<file path="src/rtl/gpio_irq_bank.sv">
module gpio_irq_bank #(
  parameter int LINES = 32,
  parameter int AW = 7,
  parameter bit BOTH_EDGE_EN = 1'b1
) (
  input  logic             clk,
  input  logic             rst_n,
  input  logic [AW-1:0]    bus_addr,
  input  logic             bus_wr,
  input  logic [LINES-1:0] bus_wdata,
  output logic [LINES-1:0] bus_rdata,
  input  logic [LINES-1:0] pad_in,
  output logic [LINES-1:0] pad_out,
  output logic [LINES-1:0] pad_oe,
  output logic             irq
);
  localparam logic [AW-1:0] A_MODE   = AW'('h00);
  localparam logic [AW-1:0] A_DIR    = AW'('h04);
  localparam logic [AW-1:0] A_OUT    = AW'('h08);
  localparam logic [AW-1:0] A_IN     = AW'('h0C);
  localparam logic [AW-1:0] A_PEND   = AW'('h10);
  localparam logic [AW-1:0] A_CLR    = AW'('h14);
  localparam logic [AW-1:0] A_MASK   = AW'('h18);
  localparam logic [AW-1:0] A_UNMASK = AW'('h1C);
  localparam logic [AW-1:0] A_POL    = AW'('h20);
  localparam logic [AW-1:0] A_EDGE   = AW'('h24);
  localparam logic [AW-1:0] A_FILT   = AW'('h28);
  localparam logic [AW-1:0] A_BOTH   = AW'('h4C);

  logic [LINES-1:0] mode_q, dir_q, out_q, pol_q, edge_q, filt_q, both_q, mask_q, pend_q;
  logic [LINES-1:0] s1_q, s2_q, s3_q;
  logic [LINES-1:0] level_act, rise, fall, edge_ev, clr, pend_d;

  wire wr_at_clr = bus_wr && (bus_addr == A_CLR);

  always_ff @(posedge clk or negedge rst_n) begin
    if (!rst_n) begin
      mode_q <= '0; dir_q <= '0; out_q <= '0; pol_q <= '0;
      edge_q <= '0; filt_q <= '0; mask_q <= '0; pend_q <= '0;
      s1_q <= '0; s2_q <= '0; s3_q <= '0;
    end else begin
      s1_q <= pad_in;
      s2_q <= s1_q;
      s3_q <= s2_q;
      pend_q <= pend_d;
      if (bus_wr) begin
        case (bus_addr)
          A_MODE:   mode_q <= bus_wdata;
          A_DIR:    dir_q  <= bus_wdata;
          A_OUT:    out_q  <= bus_wdata;
          A_POL:    pol_q  <= bus_wdata;
          A_EDGE:   edge_q <= bus_wdata;
          A_FILT:   filt_q <= bus_wdata;
          A_MASK:   mask_q <= mask_q & bus_wdata;
          A_UNMASK: mask_q <= mask_q | bus_wdata;
          default: ;
        endcase
      end
    end
  end

  generate
    if (BOTH_EDGE_EN) begin : g_both
      always_ff @(posedge clk or negedge rst_n) begin
        if (!rst_n) both_q <= '0;
        else if (bus_wr && (bus_addr == A_BOTH)) both_q <= bus_wdata;
      end
    end else begin : g_no_both
      assign both_q = '0;
    end
  endgenerate

  assign level_act = s2_q ^ pol_q;
  assign rise      = s2_q & ~s3_q;
  assign fall      = ~s2_q & s3_q;
  assign edge_ev   = (both_q & (rise | fall)) |
                     (~both_q & ((~pol_q & rise) | (pol_q & fall)));
  assign clr       = wr_at_clr ? bus_wdata : '0;
  assign pend_d    = mode_q & ((~edge_q & level_act) |
                               (edge_q & ((pend_q & ~clr) | edge_ev)));

  assign irq     = |(pend_q & mask_q);
  assign pad_oe  = ~mode_q & dir_q;
  assign pad_out = out_q ^ pol_q;

  always_comb begin
    case (bus_addr)
      A_MODE:  bus_rdata = mode_q;
      A_DIR:   bus_rdata = dir_q;
      A_OUT:   bus_rdata = out_q;
      A_IN:    bus_rdata = s2_q ^ pol_q;
      A_PEND:  bus_rdata = pend_q;
      A_MASK:  bus_rdata = mask_q;
      A_POL:   bus_rdata = pol_q;
      A_EDGE:  bus_rdata = edge_q;
      A_FILT:  bus_rdata = filt_q;
      A_BOTH:  bus_rdata = both_q;
      default: bus_rdata = '0;
    endcase
  end

  // a clear without a coincident event leaves the edge pending bit low
  p_clear_r7: assert property (@(posedge clk) disable iff (!rst_n)
    wr_at_clr |=> ((pend_q & $past(bus_wdata & mode_q & edge_q & ~edge_ev)) == '0));

  // a mask write never enables a line
  p_mask_noset_r8: assert property (@(posedge clk) disable iff (!rst_n)
    (bus_wr && bus_addr == A_MASK) |=> ((mask_q & ~$past(mask_q)) == '0));

  // an unmask write enables every line it names
  p_unmask_r8: assert property (@(posedge clk) disable iff (!rst_n)
    (bus_wr && bus_addr == A_UNMASK) |=> (($past(bus_wdata) & ~mask_q) == '0));

  // general I/O lines hold no pending state
  p_gpio_quiet_r10: assert property (@(posedge clk) disable iff (!rst_n)
    1'b1 |=> ((pend_q & ~$past(mode_q)) == '0));

  // the request needs an enabled line
  p_irq_masked_r9: assert property (@(posedge clk) disable iff (!rst_n)
    irq |-> (mask_q != '0));

  // level lines track the previous cycle's active level
  p_level_track_r4: assert property (@(posedge clk) disable iff (!rst_n)
    1'b1 |=> ((pend_q & $past(mode_q & ~edge_q)) == $past(level_act & mode_q & ~edge_q)));

  // an edge pending bit drops only through a clear
  p_edge_hold_r5: assert property (@(posedge clk) disable iff (!rst_n)
    1'b1 |=> (($past(pend_q & mode_q & edge_q & ~clr) & ~pend_q) == '0));
endmodule

</file>
<file path="config.mk">
export PLATFORM = sky130hd
export DESIGN_NAME = gpio_irq_bank
export DESIGN_NICKNAME = d
export VERILOG_FILES = /design/src/rtl/gpio_irq_bank.sv
export SDC_FILE = /design/constraint.sdc
export NUM_CORES = 1
export LEC_CHECK = 0
export BUFFER_PORTS_ARGS = -buffer_cell sky130_fd_sc_hd__buf_4
export CORE_MARGIN = 1
export CORE_UTILIZATION = 34
export CTS_CLUSTER_DIAMETER = 200
export DETAILED_ROUTE_END_ITERATION = 8
export GPL_TIMING_DRIVEN = 0
export MAX_ROUTING_LAYER = met4
export PLACE_DENSITY = 0.53
export SLEW_MARGIN = 20
export SYNTH_ARGS = -nofsm -noshare
export SYNTH_HDL_FRONTEND = slang
export SYNTH_SLANG_ARGS = --single-unit
</file>
<file path="constraint.sdc">
create_clock -name clk -period 3.5 [get_ports clk]
set_input_delay 0.175 -clock clk [delete_from_list [all_inputs] [get_ports clk]]
set_output_delay 0.175 -clock clk [all_outputs]
set_load 0.05 [all_outputs]
</file>
== Word-level counts from Yosys, hierarchy flattened ==
Index checks and enable logic that the tools add are counted.
Cells by class
  equal/unequal tests: 11
  muxes and demuxes: 3
  bitwise logic cells: 28
  reductions and logical operators: 12
Operators with widths (number)
  bitwise AND 32 bit: 13
  one-hot mux 32 bit (10 select lines): 1
  NOT 32 bit: 7
  OR 32 bit: 6
  one-hot mux 32 bit (2 select lines): 1
  XOR 32 bit: 2
  two-way mux 32 bit: 1
  OR reduction 32 bit: 1
  equality test 7 x 5 -> 1 bit, second input constant: 4
  equality test 7 x 6 -> 1 bit, second input constant: 3
  equality test 7 x 4 -> 1 bit, second input constant: 2
  AND reduction 2 bit: 7
  equality test 7 x 3 -> 1 bit, second input constant: 1
  equality test 7 bit, second input constant: 1
  logical NOT 7 bit: 1
  logical AND 1 bit: 2
  nonzero test 2 bit: 1
Word-level totals
  bits in registers: 384
  bits of input ports: 74
  logic and storage cells: 66

== Logic depth before layout (Yosys ltp) ==
Gate-level depths: netlist (run 1).
  depth in word-level cells: 10
  gate-level depth with buffers: 8

== Worst setup path after synthesis (run 1) ==
Ideal clock, no wire load.
  path type: input-to-output
  from: in bus_addr[3]
  to: out bus_rdata[0]
  arrival: 1.988 ns
  setup slack: 1.337 ns
  stages: 6
  buffers on the path: 3
  path through: buf_2 -> nor4b_4 -> buf_2 -> buf_2 -> a22oi_1 -> o211ai_1
On the way
  word-level cells in the longest chain between the ends: 2
RTL lines
  start, declared: line 8  | input logic [AW-1:0] bus_addr,
  equality test 7 bit, or another cell as far along: line 87  | case (bus_addr)
  one-hot mux 32 bit (10 select lines) *: line 87
  end, declared: line 11  | output logic [LINES-1:0] bus_rdata,
Mark *: on every way between the ends. The rest lies on a longest branch, timed or not.

== Worst setup path in the final report (run 1) ==
  from: in bus_addr[3]
  to: out bus_rdata[4]
Same word-level chain as after synthesis.

==> results.toml, run 1 <==
[outcome]
outcome = "finished, final reports clean"

[power_and_ir_drop]
swShare_pct = 28.4
combPwrFrac_pct = 14.6
clkPwrFrac_pct = 41.1
seq_power_share_pct = 44.3
power_switching_w = 0.00326
vdd_drop_max_uv = 298
intPower_w = 0.00820
leakage_nw = 11.3
powerDensity_nw_per_um2 = 496
p_total_w = 0.0115

[synthesis]
synth_seq_cells = 384
ys_dominant_reg_cell = "dfrtp_1"
syn_area_per_cell_um2 = 11.7
syn-cell-area_um2 = 19000
synth_top_area_share_pct = 50.5
syn_inst = 1631
synthesis.nets = 1769
synth.largest_area_cell = "dfrtp_1"
async_reset_ff_share_pct = 100
synth-edff-count = 0
synth.top_cells.by_area = "dfrtp_1, mux2_2, ha_1, nand2_1, mux2_1"
yosysWarnings = 0
ys_seq_area_share_pct = 50.5
synth.distinct_cells = 53

[timing]
final_max_slew_viol_count = 0
finalSetupViolations = 0
finalHoldViolCount = 0
tightestPinTransition_ns = 1.17
holdWs_ns = 0.0302
maxClockFrequency_mhz = 306
min_period_over_period_pct = 93.4
relSlewSlack_pct = 22.3
timing.final.ws_setup_ns = 0.231
worst_clock_skew_ns = 0.0114
rsz0062_at_grt = "no"
finalSetupTns_ns = 0
min_period_ns = 3.27

[cts]
clock_latency_ns = 0.57
cts.sinks = 384
cts_tree = "done"
clockBufferDepth = 3
cts_root_buf = "clkbuf_16"
clkSlewWorstSetupHoldPaths_ns = 0.06
post_cts_buffers = 0
cts_resized = 0
h-tree-depth = 2
cts_buffers = 46

[die]
pin_count = 171
die_y_um = 239
initial_core_util_pct = 34.5
dieArea_um2 = 57000
core_area_um2 = 55200
die_w_um = 239
rows = 86

[setup_path]
cpLargestDelayFamily = "buffers and inverters"
ff2ff_path_depth = 5
r2r_slack_ns = 2.10
r2r-end = "pend_q[6]"
worstSetupEndpointType = "output pin"
worst_path_max_delay_cell = "clkbuf_1"
path_class = "in2out"
cp_num_buf_inv = 4
critPathLaunch = "bus_addr[3]"
path_max_fanout = 10
slowest_delay_ns = 0.78
cp-start-kind = "input pin"
r2r-start = "s2_q[6]"
cp_common_cell = "buf_4"
cp.required_ns = 3.32
crit_cells = 8
cp_cell_sequence = "buf_4, buf_2, or3_4, nor3_1, clkbuf_1, a22oi_1, nand3_1, buf_4"
worstPathArrival_ns = 3.09
crit_end = "bus_rdata[4]"

[grt]
antenna_found_initial = 3
grt_pass1_vias = 14100
grt_overflow = 0
grt_start_max_net_pins = 97
grt_pass1_wl_mm = 93.2
grt.total_usage_pct = 23.2

[routing]
viasPerCell = 5.28
drt_wl_total_mm = 63.6
drc = 0
wl_per_cell_um = 24.0
vias = 14000
dr.pass1.iters = 7
drt-initial-drc-count = 1097
ant_nets = 0

[min_path]
worstHoldPathType = "in2reg"
hold_depth = 3
hp-start = "bus_wdata[15]"

[flow_run]
cap_viol_max_count = 0

[layout]
nets = 2010
final_layout_size_suffix_gt1_share_pct = 27.7
final_cell_mix = "dfrtp_1, mux2_2, nand2_1"
area_growth_pct = 21.3
fill_cells = 5267
stdcell_area_um2 = 23100
final_common_cell = "dfrtp_1"

[placement]
port_buffers = 145
placed_cell_area_um2 = 21200
hpwl_mm = 42.7
place_congestion = 0.923
place_ws_ns = 0.294
-- worst min-delay path by stage --
stage	to
3_3_place_gp	s1_q[28]
2_1_floorplan	both_q[0]
6_report	mask_q[15]
3_5_place_dp	s1_q[17]
5_1_grt	mask_q[13]
4_1_cts	mask_q[25]
-- registers in the layout (all words and copies together), names as in the netlist --
name    cells
both_q     32
s1_q       32
mode_q     32
pend_q     32
edge_q     32
out_q      32
s3_q       32
filt_q     32
s2_q       32
mask_q     32
dir_q      32
pol_q      32
-- stage by stage --
step	instances	util, %
global route	2654	41.8
finish	2656	41.9
CTS	2652	41.8
floorplan	1631	-
global placement	2524	38.2
detailed placement	2528	38.4
-- logic make-up after synthesis --
| family | Yosys count | synth area share [%] |
|---|---|---|
| adders and majority gates | 64 | 4.21 |
| AOI/OAI and AO/OA | 254 | 9.02 |
| buffers and inverters | 163 | 3.63 |
| DFF | 384 | 50.5 |
| muxes | 342 | 20.5 |
| and+or+nand+nor | 360 | 9.24 |
| xor gates and xnor gates | 64 | 2.94 |
-- power groups by stage --
stage,sequential (W),combinational [W],clock (W)
floorplan,0.00503,0.00108,0
global placement,0.00513,0.00160,0
detailed placement,0.00514,0.00164,0
CTS,0.00506,0.00168,0.00482
global route,0.00511,0.00181,0.00500
finish,0.00507,0.00167,0.00471
-- routing by layer --
metal  vias to the layer above  GRT usage [%]  wire length (um)
li1                       6264              -                 -
met1                      7047           30.3             27400
met2                       554           34.9             29000
met3                       153           5.02              4890
met4                         0           9.44              2340
met5                         -              -                 0
-- synthesized netlist by cell type (2+ instances only) --
| library cell | count |
|---|---|
| mux2_2 | 217 |
| xor2_1 | 42 |
| inv_1 | 64 |
| a31oi_1 | 32 |
| buf_2 | 43 |
| nand2b_1 | 23 |
| buf_1 | 5 |
| mux2_4 | 30 |
| xnor2_1 | 22 |
| nand3_1 | 55 |
| and2_1 | 5 |
| dfrtp_1 | 384 |
| nand2_1 | 161 |
| nor2b_1 | 34 |
| a2111o_1 | 4 |
| a32oi_1 | 6 |
| nor4b_4 | 2 |
| or3_1 | 2 |
| buf_6 | 3 |
| a222oi_1 | 6 |
| clkbuf_1 | 47 |
| or2_2 | 2 |
| o211ai_1 | 3 |
| o22ai_1 | 4 |
| o21ai_0 | 74 |
| mux2i_1 | 49 |
| a21oi_1 | 24 |
| a2bb2oi_1 | 19 |
| ha_1 | 64 |
| nor2_1 | 49 |
| o2bb2ai_1 | 23 |
| nand4_1 | 11 |
| mux2_1 | 46 |
| a22oi_1 | 51 |
| a22o_1 | 7 |
-- what timing repair did --
item                                    4_1_cts  5_1_grt
endpoints found under the setup margin        0        0
hold buffers                                 44        0
hold endpoints to repair                    228        0
-- tightest hold or removal path, cell delays in order --
cell      delay (ns)
clkbuf_1        0.20
nor2_1          0.15
nor2_1          0.05
-- area by class of cell --
class	count	area (um^2)	share of cell area, %
flip-flops and latches	384	9610	41.6
multi-input cells	1084	8740	37.8
repair buffers	193	1650	7.13
clock buffers	68	1380	5.95
well taps	748	936	4.05
plain buffers	99	453	1.96
inverters	64	240	1.04
clock inverters	12	91.3	0.395
diodes	4	10.0	0.0433
Power figures use the tool's default switching activity.
==> inputs of run 2 (changes only) <==
--- a/config.mk
+++ b/config.mk
@@ -8,6 +8,7 @@
 export BUFFER_PORTS_ARGS = -buffer_cell sky130_fd_sc_hd__buf_4
 export CORE_MARGIN = 1
 export CORE_UTILIZATION = 34
+export CTS_BUF_LIST = sky130_fd_sc_hd__clkbuf_16
 export CTS_CLUSTER_DIAMETER = 200
 export DETAILED_ROUTE_END_ITERATION = 8
 export GPL_TIMING_DRIVEN = 0
==> run 2 against run 1 <==
Compared with the run above:
- critical path depth unchanged
- clock skew is 0.00083 ns higher
- wire length down 0.32%
- flip-flop and latch count is the same
- clock-buffer cell count is 21 lower
- register-to-register slack about the same
- total power down 2.7%
- non-clock buffer count is the same
- worst setup slack lost 0.026 ns
- sequential share of layout area rose by 0.22 points
- critical path type unchanged
==> results.toml, run 2 (synthesis gave the netlist of run 1 again) <==
[routing]
drc = 0
viasPerCell = 5.25
vias = 14000
wl_per_cell_um = 23.9
drt_wl_total_mm = 63.4
ant_nets = 0
dr.pass1.iters = 8
drt-initial-drc-count = 1074

[flow_run]
cap_viol_max_count = 0

[layout]
nets = 2010
stdcell_count = 2655
area_growth_pct = 20.7
final_common_cell = "dfrtp_1"
final_layout_size_suffix_gt1_share_pct = 27.0
final_cell_mix = "dfrtp_1, mux2_2, nand2_1"

[power_and_ir_drop]
powerDensity_nw_per_um2 = 485
leakage_nw = 11.3
vdd_drop_max_uv = 296

[die]
initial_core_util_pct = 34.5
dieArea_um2 = 57000
die_y_um = 239
die_w_um = 239
rows = 86
pin_count = 171
core_area_um2 = 55200

[grt]
grt_start_max_net_pins = 97
antenna_found_initial = 3
grt_overflow = 0
grt.total_usage_pct = 23.2
grt_pass1_vias = 14000
grt_pass1_wl_mm = 93.2

[placement]
place_congestion = 0.923
port_buffers = 145
hpwl_mm = 42.7
post-place-cells = 2528
place_ws_ns = 0.294

[setup_path]
r2r-start = "s2_q[27]"
cp_common_cell = "buf_4"
worstPathArrival_ns = 3.12
cp-start-kind = "input pin"
slowest_delay_ns = 0.78
path_max_fanout = 10
r2r-end = "pend_q[27]"
ff2ff_path_depth = 5
r2r_slack_ns = 2.11
worstSetupEndpointType = "output pin"
cp_cell_sequence = "buf_4, buf_2, or3_4, nor3_1, clkbuf_1, a22oi_1, nand3_1, buf_4"
cp.required_ns = 3.32
critPathLaunch = "bus_addr[3]"
worst_path_max_delay_cell = "clkbuf_1"
path_class = "in2out"
crit_end = "bus_rdata[4]"

[timing]
worst_clock_skew_ns = 0.0122
maxClockFrequency_mhz = 303
final_max_slew_viol_count = 0
relSlewSlack_pct = 22.2
min_period_over_period_pct = 94.1
timing.final.ws_setup_ns = 0.205
finalSetupViolations = 0
finalHoldViolCount = 0
min_period_ns = 3.30
tightestPinTransition_ns = 1.17
rsz0062_at_grt = "no"

[cts]
cts_root_buf = "clkbuf_16"
clockBufferDepth = 3
h-tree-depth = 2
cts_buffers = 46
clkSlewWorstSetupHoldPaths_ns = 0.06
cts.sinks = 384
cts_resized = 0
clock_latency_ns = 0.57
cts_tree = "done"
post_cts_buffers = 0

[min_path]
hold_depth = 3
worstHoldPathType = "in2reg"

[outcome]
outcome = "finished, final reports clean"
==> run 2: cell count changes in the layout (fill, tap and decap cells not counted) <==
cell      delta
clkinv_1    +12
diode_2      -1
clkbuf_8    -12
inv_1        +9
clkbuf_1     -9
==> run 2: worst max-delay path: cells and delay by family <==
family | cells | cell delay, ns
simple gates | 3 | 1.35
compound gates | 1 | 0.19
buf+inv | 4 | 1.39
==> run 2: power breakdown <==
part	internal, W	leakage (nW)	switching (W)	total [W]
logic	0.000668	5.58	0.00100	0.00167
clock network	0.00248	0.700	0.00193	0.00441
registers	0.00475	5.00	0.000314	0.00507
total	0.00791	11.3	0.00324	0.0111
==> run 2: per-layer routing <==
metal | vias to the layer above | track usage [%] | part of all wire (%)
li1 | 6266 | - | -
met1 | 6984 | 30.3 | 43
met2 | 547 | 34.8 | 45
met3 | 153 | 5.02 | 7.6
met4 | 0 | 9.36 | 3.9
met5 | - | - | 0
==> run 2: worst min path at each step <==
stage,start,to
floorplan,rst_n,both_q[0]
global placement,pad_in[28],s1_q[28]
detailed placement,rst_n,s1_q[17]
CTS,bus_wdata[25],mask_q[25]
global route,bus_wdata[13],mask_q[13]
finish,bus_wdata[8],mask_q[8]
==> run 2: through the flow <==
step | area [um^2] | utilization, % | power (W) | hold slack (ns) | TNS, ns
3_5_place_dp | 21200 | 38.4 | 0.00678 | 0.135 | 0
2_1_floorplan | 19000 | - | 0.00611 | -0.121 | 0
3_3_place_gp | 21100 | 38.2 | 0.00673 | 0.284 | -664.70
5_1_grt | 23000 | 41.6 | 0.0116 | 0.0482 | 0
4_1_cts | 23000 | 41.6 | 0.0113 | 0.00106 | 0
6_report | 23000 | 41.6 | 0.0111 | 0.0337 | 0
==> run 2: final cells by class <==
class                   instances  area [um^2]
diodes                          3         7.51
plain buffers                  99          453
clock buffers                  47         1180
clock inverters                33          170
fillers                      5281        32200
inverters                      64          240
multi-input cells            1084         8740
flip-flops and latches        384         9610
well taps                     748          936
repair buffers                193         1650
==> run 2: what timing repair did <==
action / 4_1_cts / 5_1_grt
hold buffers: 44 / 0
endpoints found under the hold margin: 228 / 0
setup endpoints to repair: 0 / 0
==> inputs of run 3 (changes only) <==
--- a/config.mk
+++ b/config.mk
@@ -8,7 +8,7 @@
 export BUFFER_PORTS_ARGS = -buffer_cell sky130_fd_sc_hd__buf_4
 export CORE_MARGIN = 1
 export CORE_UTILIZATION = 34
-export CTS_BUF_LIST = sky130_fd_sc_hd__clkbuf_16
+export CTS_BUF_LIST = sky130_fd_sc_hd__clkbuf_8
 export CTS_CLUSTER_DIAMETER = 200
 export DETAILED_ROUTE_END_ITERATION = 8
 export GPL_TIMING_DRIVEN = 0
==> run 3 against run 2 <==
Compared with the run above:
- critical path depth unchanged
- wire length up 1.4%
- clock-buffer cell count is 48 higher
- sequential share of layout area decreased by 0.58 points
- flip-flop and latch count is the same
- worst setup slack better by 0.073 ns
- via count rose by 2.1%
- first-iteration DRC count increased by 13%
- combinational power hardly changed
- largest cell class unchanged
==> results.toml, run 3 (synthesis gave the netlist of run 1 again) <==
[setup_path]
cp_common_cell = "buf_4"
r2r-end = "pend_q[8]"
path_class = "in2out"
cp.required_ns = 3.32
critPathLaunch = "bus_addr[3]"
path_max_fanout = 10
worst_path_max_delay_cell = "clkbuf_1"
r2r-start = "s2_q[8]"
cp_cell_sequence = "buf_4, buf_2, or3_4, nor3_1, clkbuf_1, nand2_1, nand4_1, buf_4"
ff2ff_path_depth = 5
crit_end = "bus_rdata[31]"
slowest_delay_ns = 0.76
cp-start-kind = "input pin"
r2r_slack_ns = 2.10
worstSetupEndpointType = "output pin"
worstPathArrival_ns = 3.05

[outcome]
outcome = "finished, final reports clean"

[cts]
clkSlewWorstSetupHoldPaths_ns = 0.06
clockBufferDepth = 3
clock_latency_ns = 0.64
cts_buffers = 72
cts_resized = 0
cts_tree = "done"
cts_root_buf = "clkbuf_8"
cts.sinks = 384
h-tree-depth = 3

[routing]
drt_wl_total_mm = 64.3
dr.pass1.iters = 6
viasPerCell = 5.23
vias = 14200
ant_nets = 0
wl_per_cell_um = 23.6
drc = 0
drt-initial-drc-count = 1214

[die]
die_w_um = 239
die_y_um = 239
pin_count = 171
rows = 86
dieArea_um2 = 57000
core_area_um2 = 55200
initial_core_util_pct = 34.5

[grt]
grt.total_usage_pct = 23.5
grt_start_max_net_pins = 97
grt_overflow = 0
grt_pass1_vias = 14400
antenna_found_initial = 2
grt_pass1_wl_mm = 94.8

[timing]
finalHoldViolCount = 0
min_period_ns = 3.22
finalSetupViolations = 0
worst_clock_skew_ns = 0.0180
rsz0062_at_grt = "no"
relSlewSlack_pct = 20.1
holdWs_ns = 0.0348
maxClockFrequency_mhz = 310
tightestPinTransition_ns = 1.20
final_max_slew_viol_count = 0
min_period_over_period_pct = 92.1

[power_and_ir_drop]
vdd_drop_max_uv = 272
p_total_w = 0.0112
leakage_nw = 11.5
powerDensity_nw_per_um2 = 481

[min_path]
worstHoldPathType = "in2async"

[placement]
port_buffers = 145
placed_cell_area_um2 = 21200
place_congestion = 0.923
hpwl_mm = 42.7

[layout]
area_growth_pct = 22.4
nets = 2057
fin_util_pct = 42.2
final_common_cell = "dfrtp_1"
final_layout_size_suffix_gt1_share_pct = 28.6
stdcell_area_um2 = 23300
final_cell_mix = "dfrtp_1, mux2_2, nand2_1"

[flow_run]
cap_viol_max_count = 0
[run 3: changes by cell type in the layout (fill, tap and decap cells not counted)]
cell,delta
inv_8,+1
clkinv_1,-12
clkinvlp_4,+1
clkbuf_8,+95
bufinv_16,-1
diode_2,-2
dlygate4sd3_1,+21
inv_6,-1
inv_1,+11
clkinv_2,+2
clkbuf_16,-47
[run 3: area by class of cell]
class / count / area (um^2)
antenna: 1 / 2.50
buffer: 99 / 453
clock buffer: 95 / 1310
clock inverter: 34 / 156
fill: 5295 / 31900
inverter: 64 / 240
multi-input combinational: 1084 / 8740
sequential: 384 / 9610
tap: 748 / 936
timing repair buffer: 214 / 1860
[run 3: how the worst min path moves through the flow]
stage,from,endpoint,depth (start not counted)
after floorplan,rst_n,both_q[0],0
after global placement,pad_in[28],s1_q[28],1
after detailed placement,rst_n,s1_q[17],1
after CTS,rst_n,s1_q[17],2
after global routing,rst_n,s1_q[17],2
final,rst_n,s1_q[17],2
[run 3: report_power, final]
group | internal (W) | total, W | switching [W]
clock | 0.00243 | 0.00445 | 0.00202
sequential | 0.00475 | 0.00507 | 0.000314
combinational | 0.000683 | 0.00169 | 0.00101
total | 0.00787 | 0.0112 | 0.00335
[run 3: metal layers]
metal,vias up,global-route usage [%],part of all wire (%)
li1,6356,-,-
met1,7163,30.9,44
met2,572,35.6,46
met3,154,4.92,7.2
met4,0,8.78,3.5
met5,-,-,0
[run 3: worst max-delay path: cells and delay by family]
| kind | cells | cell delay, ns |
|---|---|---|
| AND/OR/NAND/NOR | 4 | 1.47 |
| buffers and inverters | 4 | 1.38 |
[run 3: metrics by stage]
| step | cells | worst slack (ns) | TNS (ns) |
|---|---|---|---|
| after floorplan | 1631 | 1.34 | 0 |
| after global placement | 2524 | -1.80 | -664.70 |
| final | 2723 | 0.278 | 0 |
| after detailed placement | 2528 | 0.294 | 0 |
| after global routing | 2723 | 0.182 | 0 |
| after CTS | 2722 | 0.295 | 0 |
[run 3: timing repair]
action                    CTS  global route
setup buffers               0             0
hold buffers               65             0
hold endpoints to repair  276             0
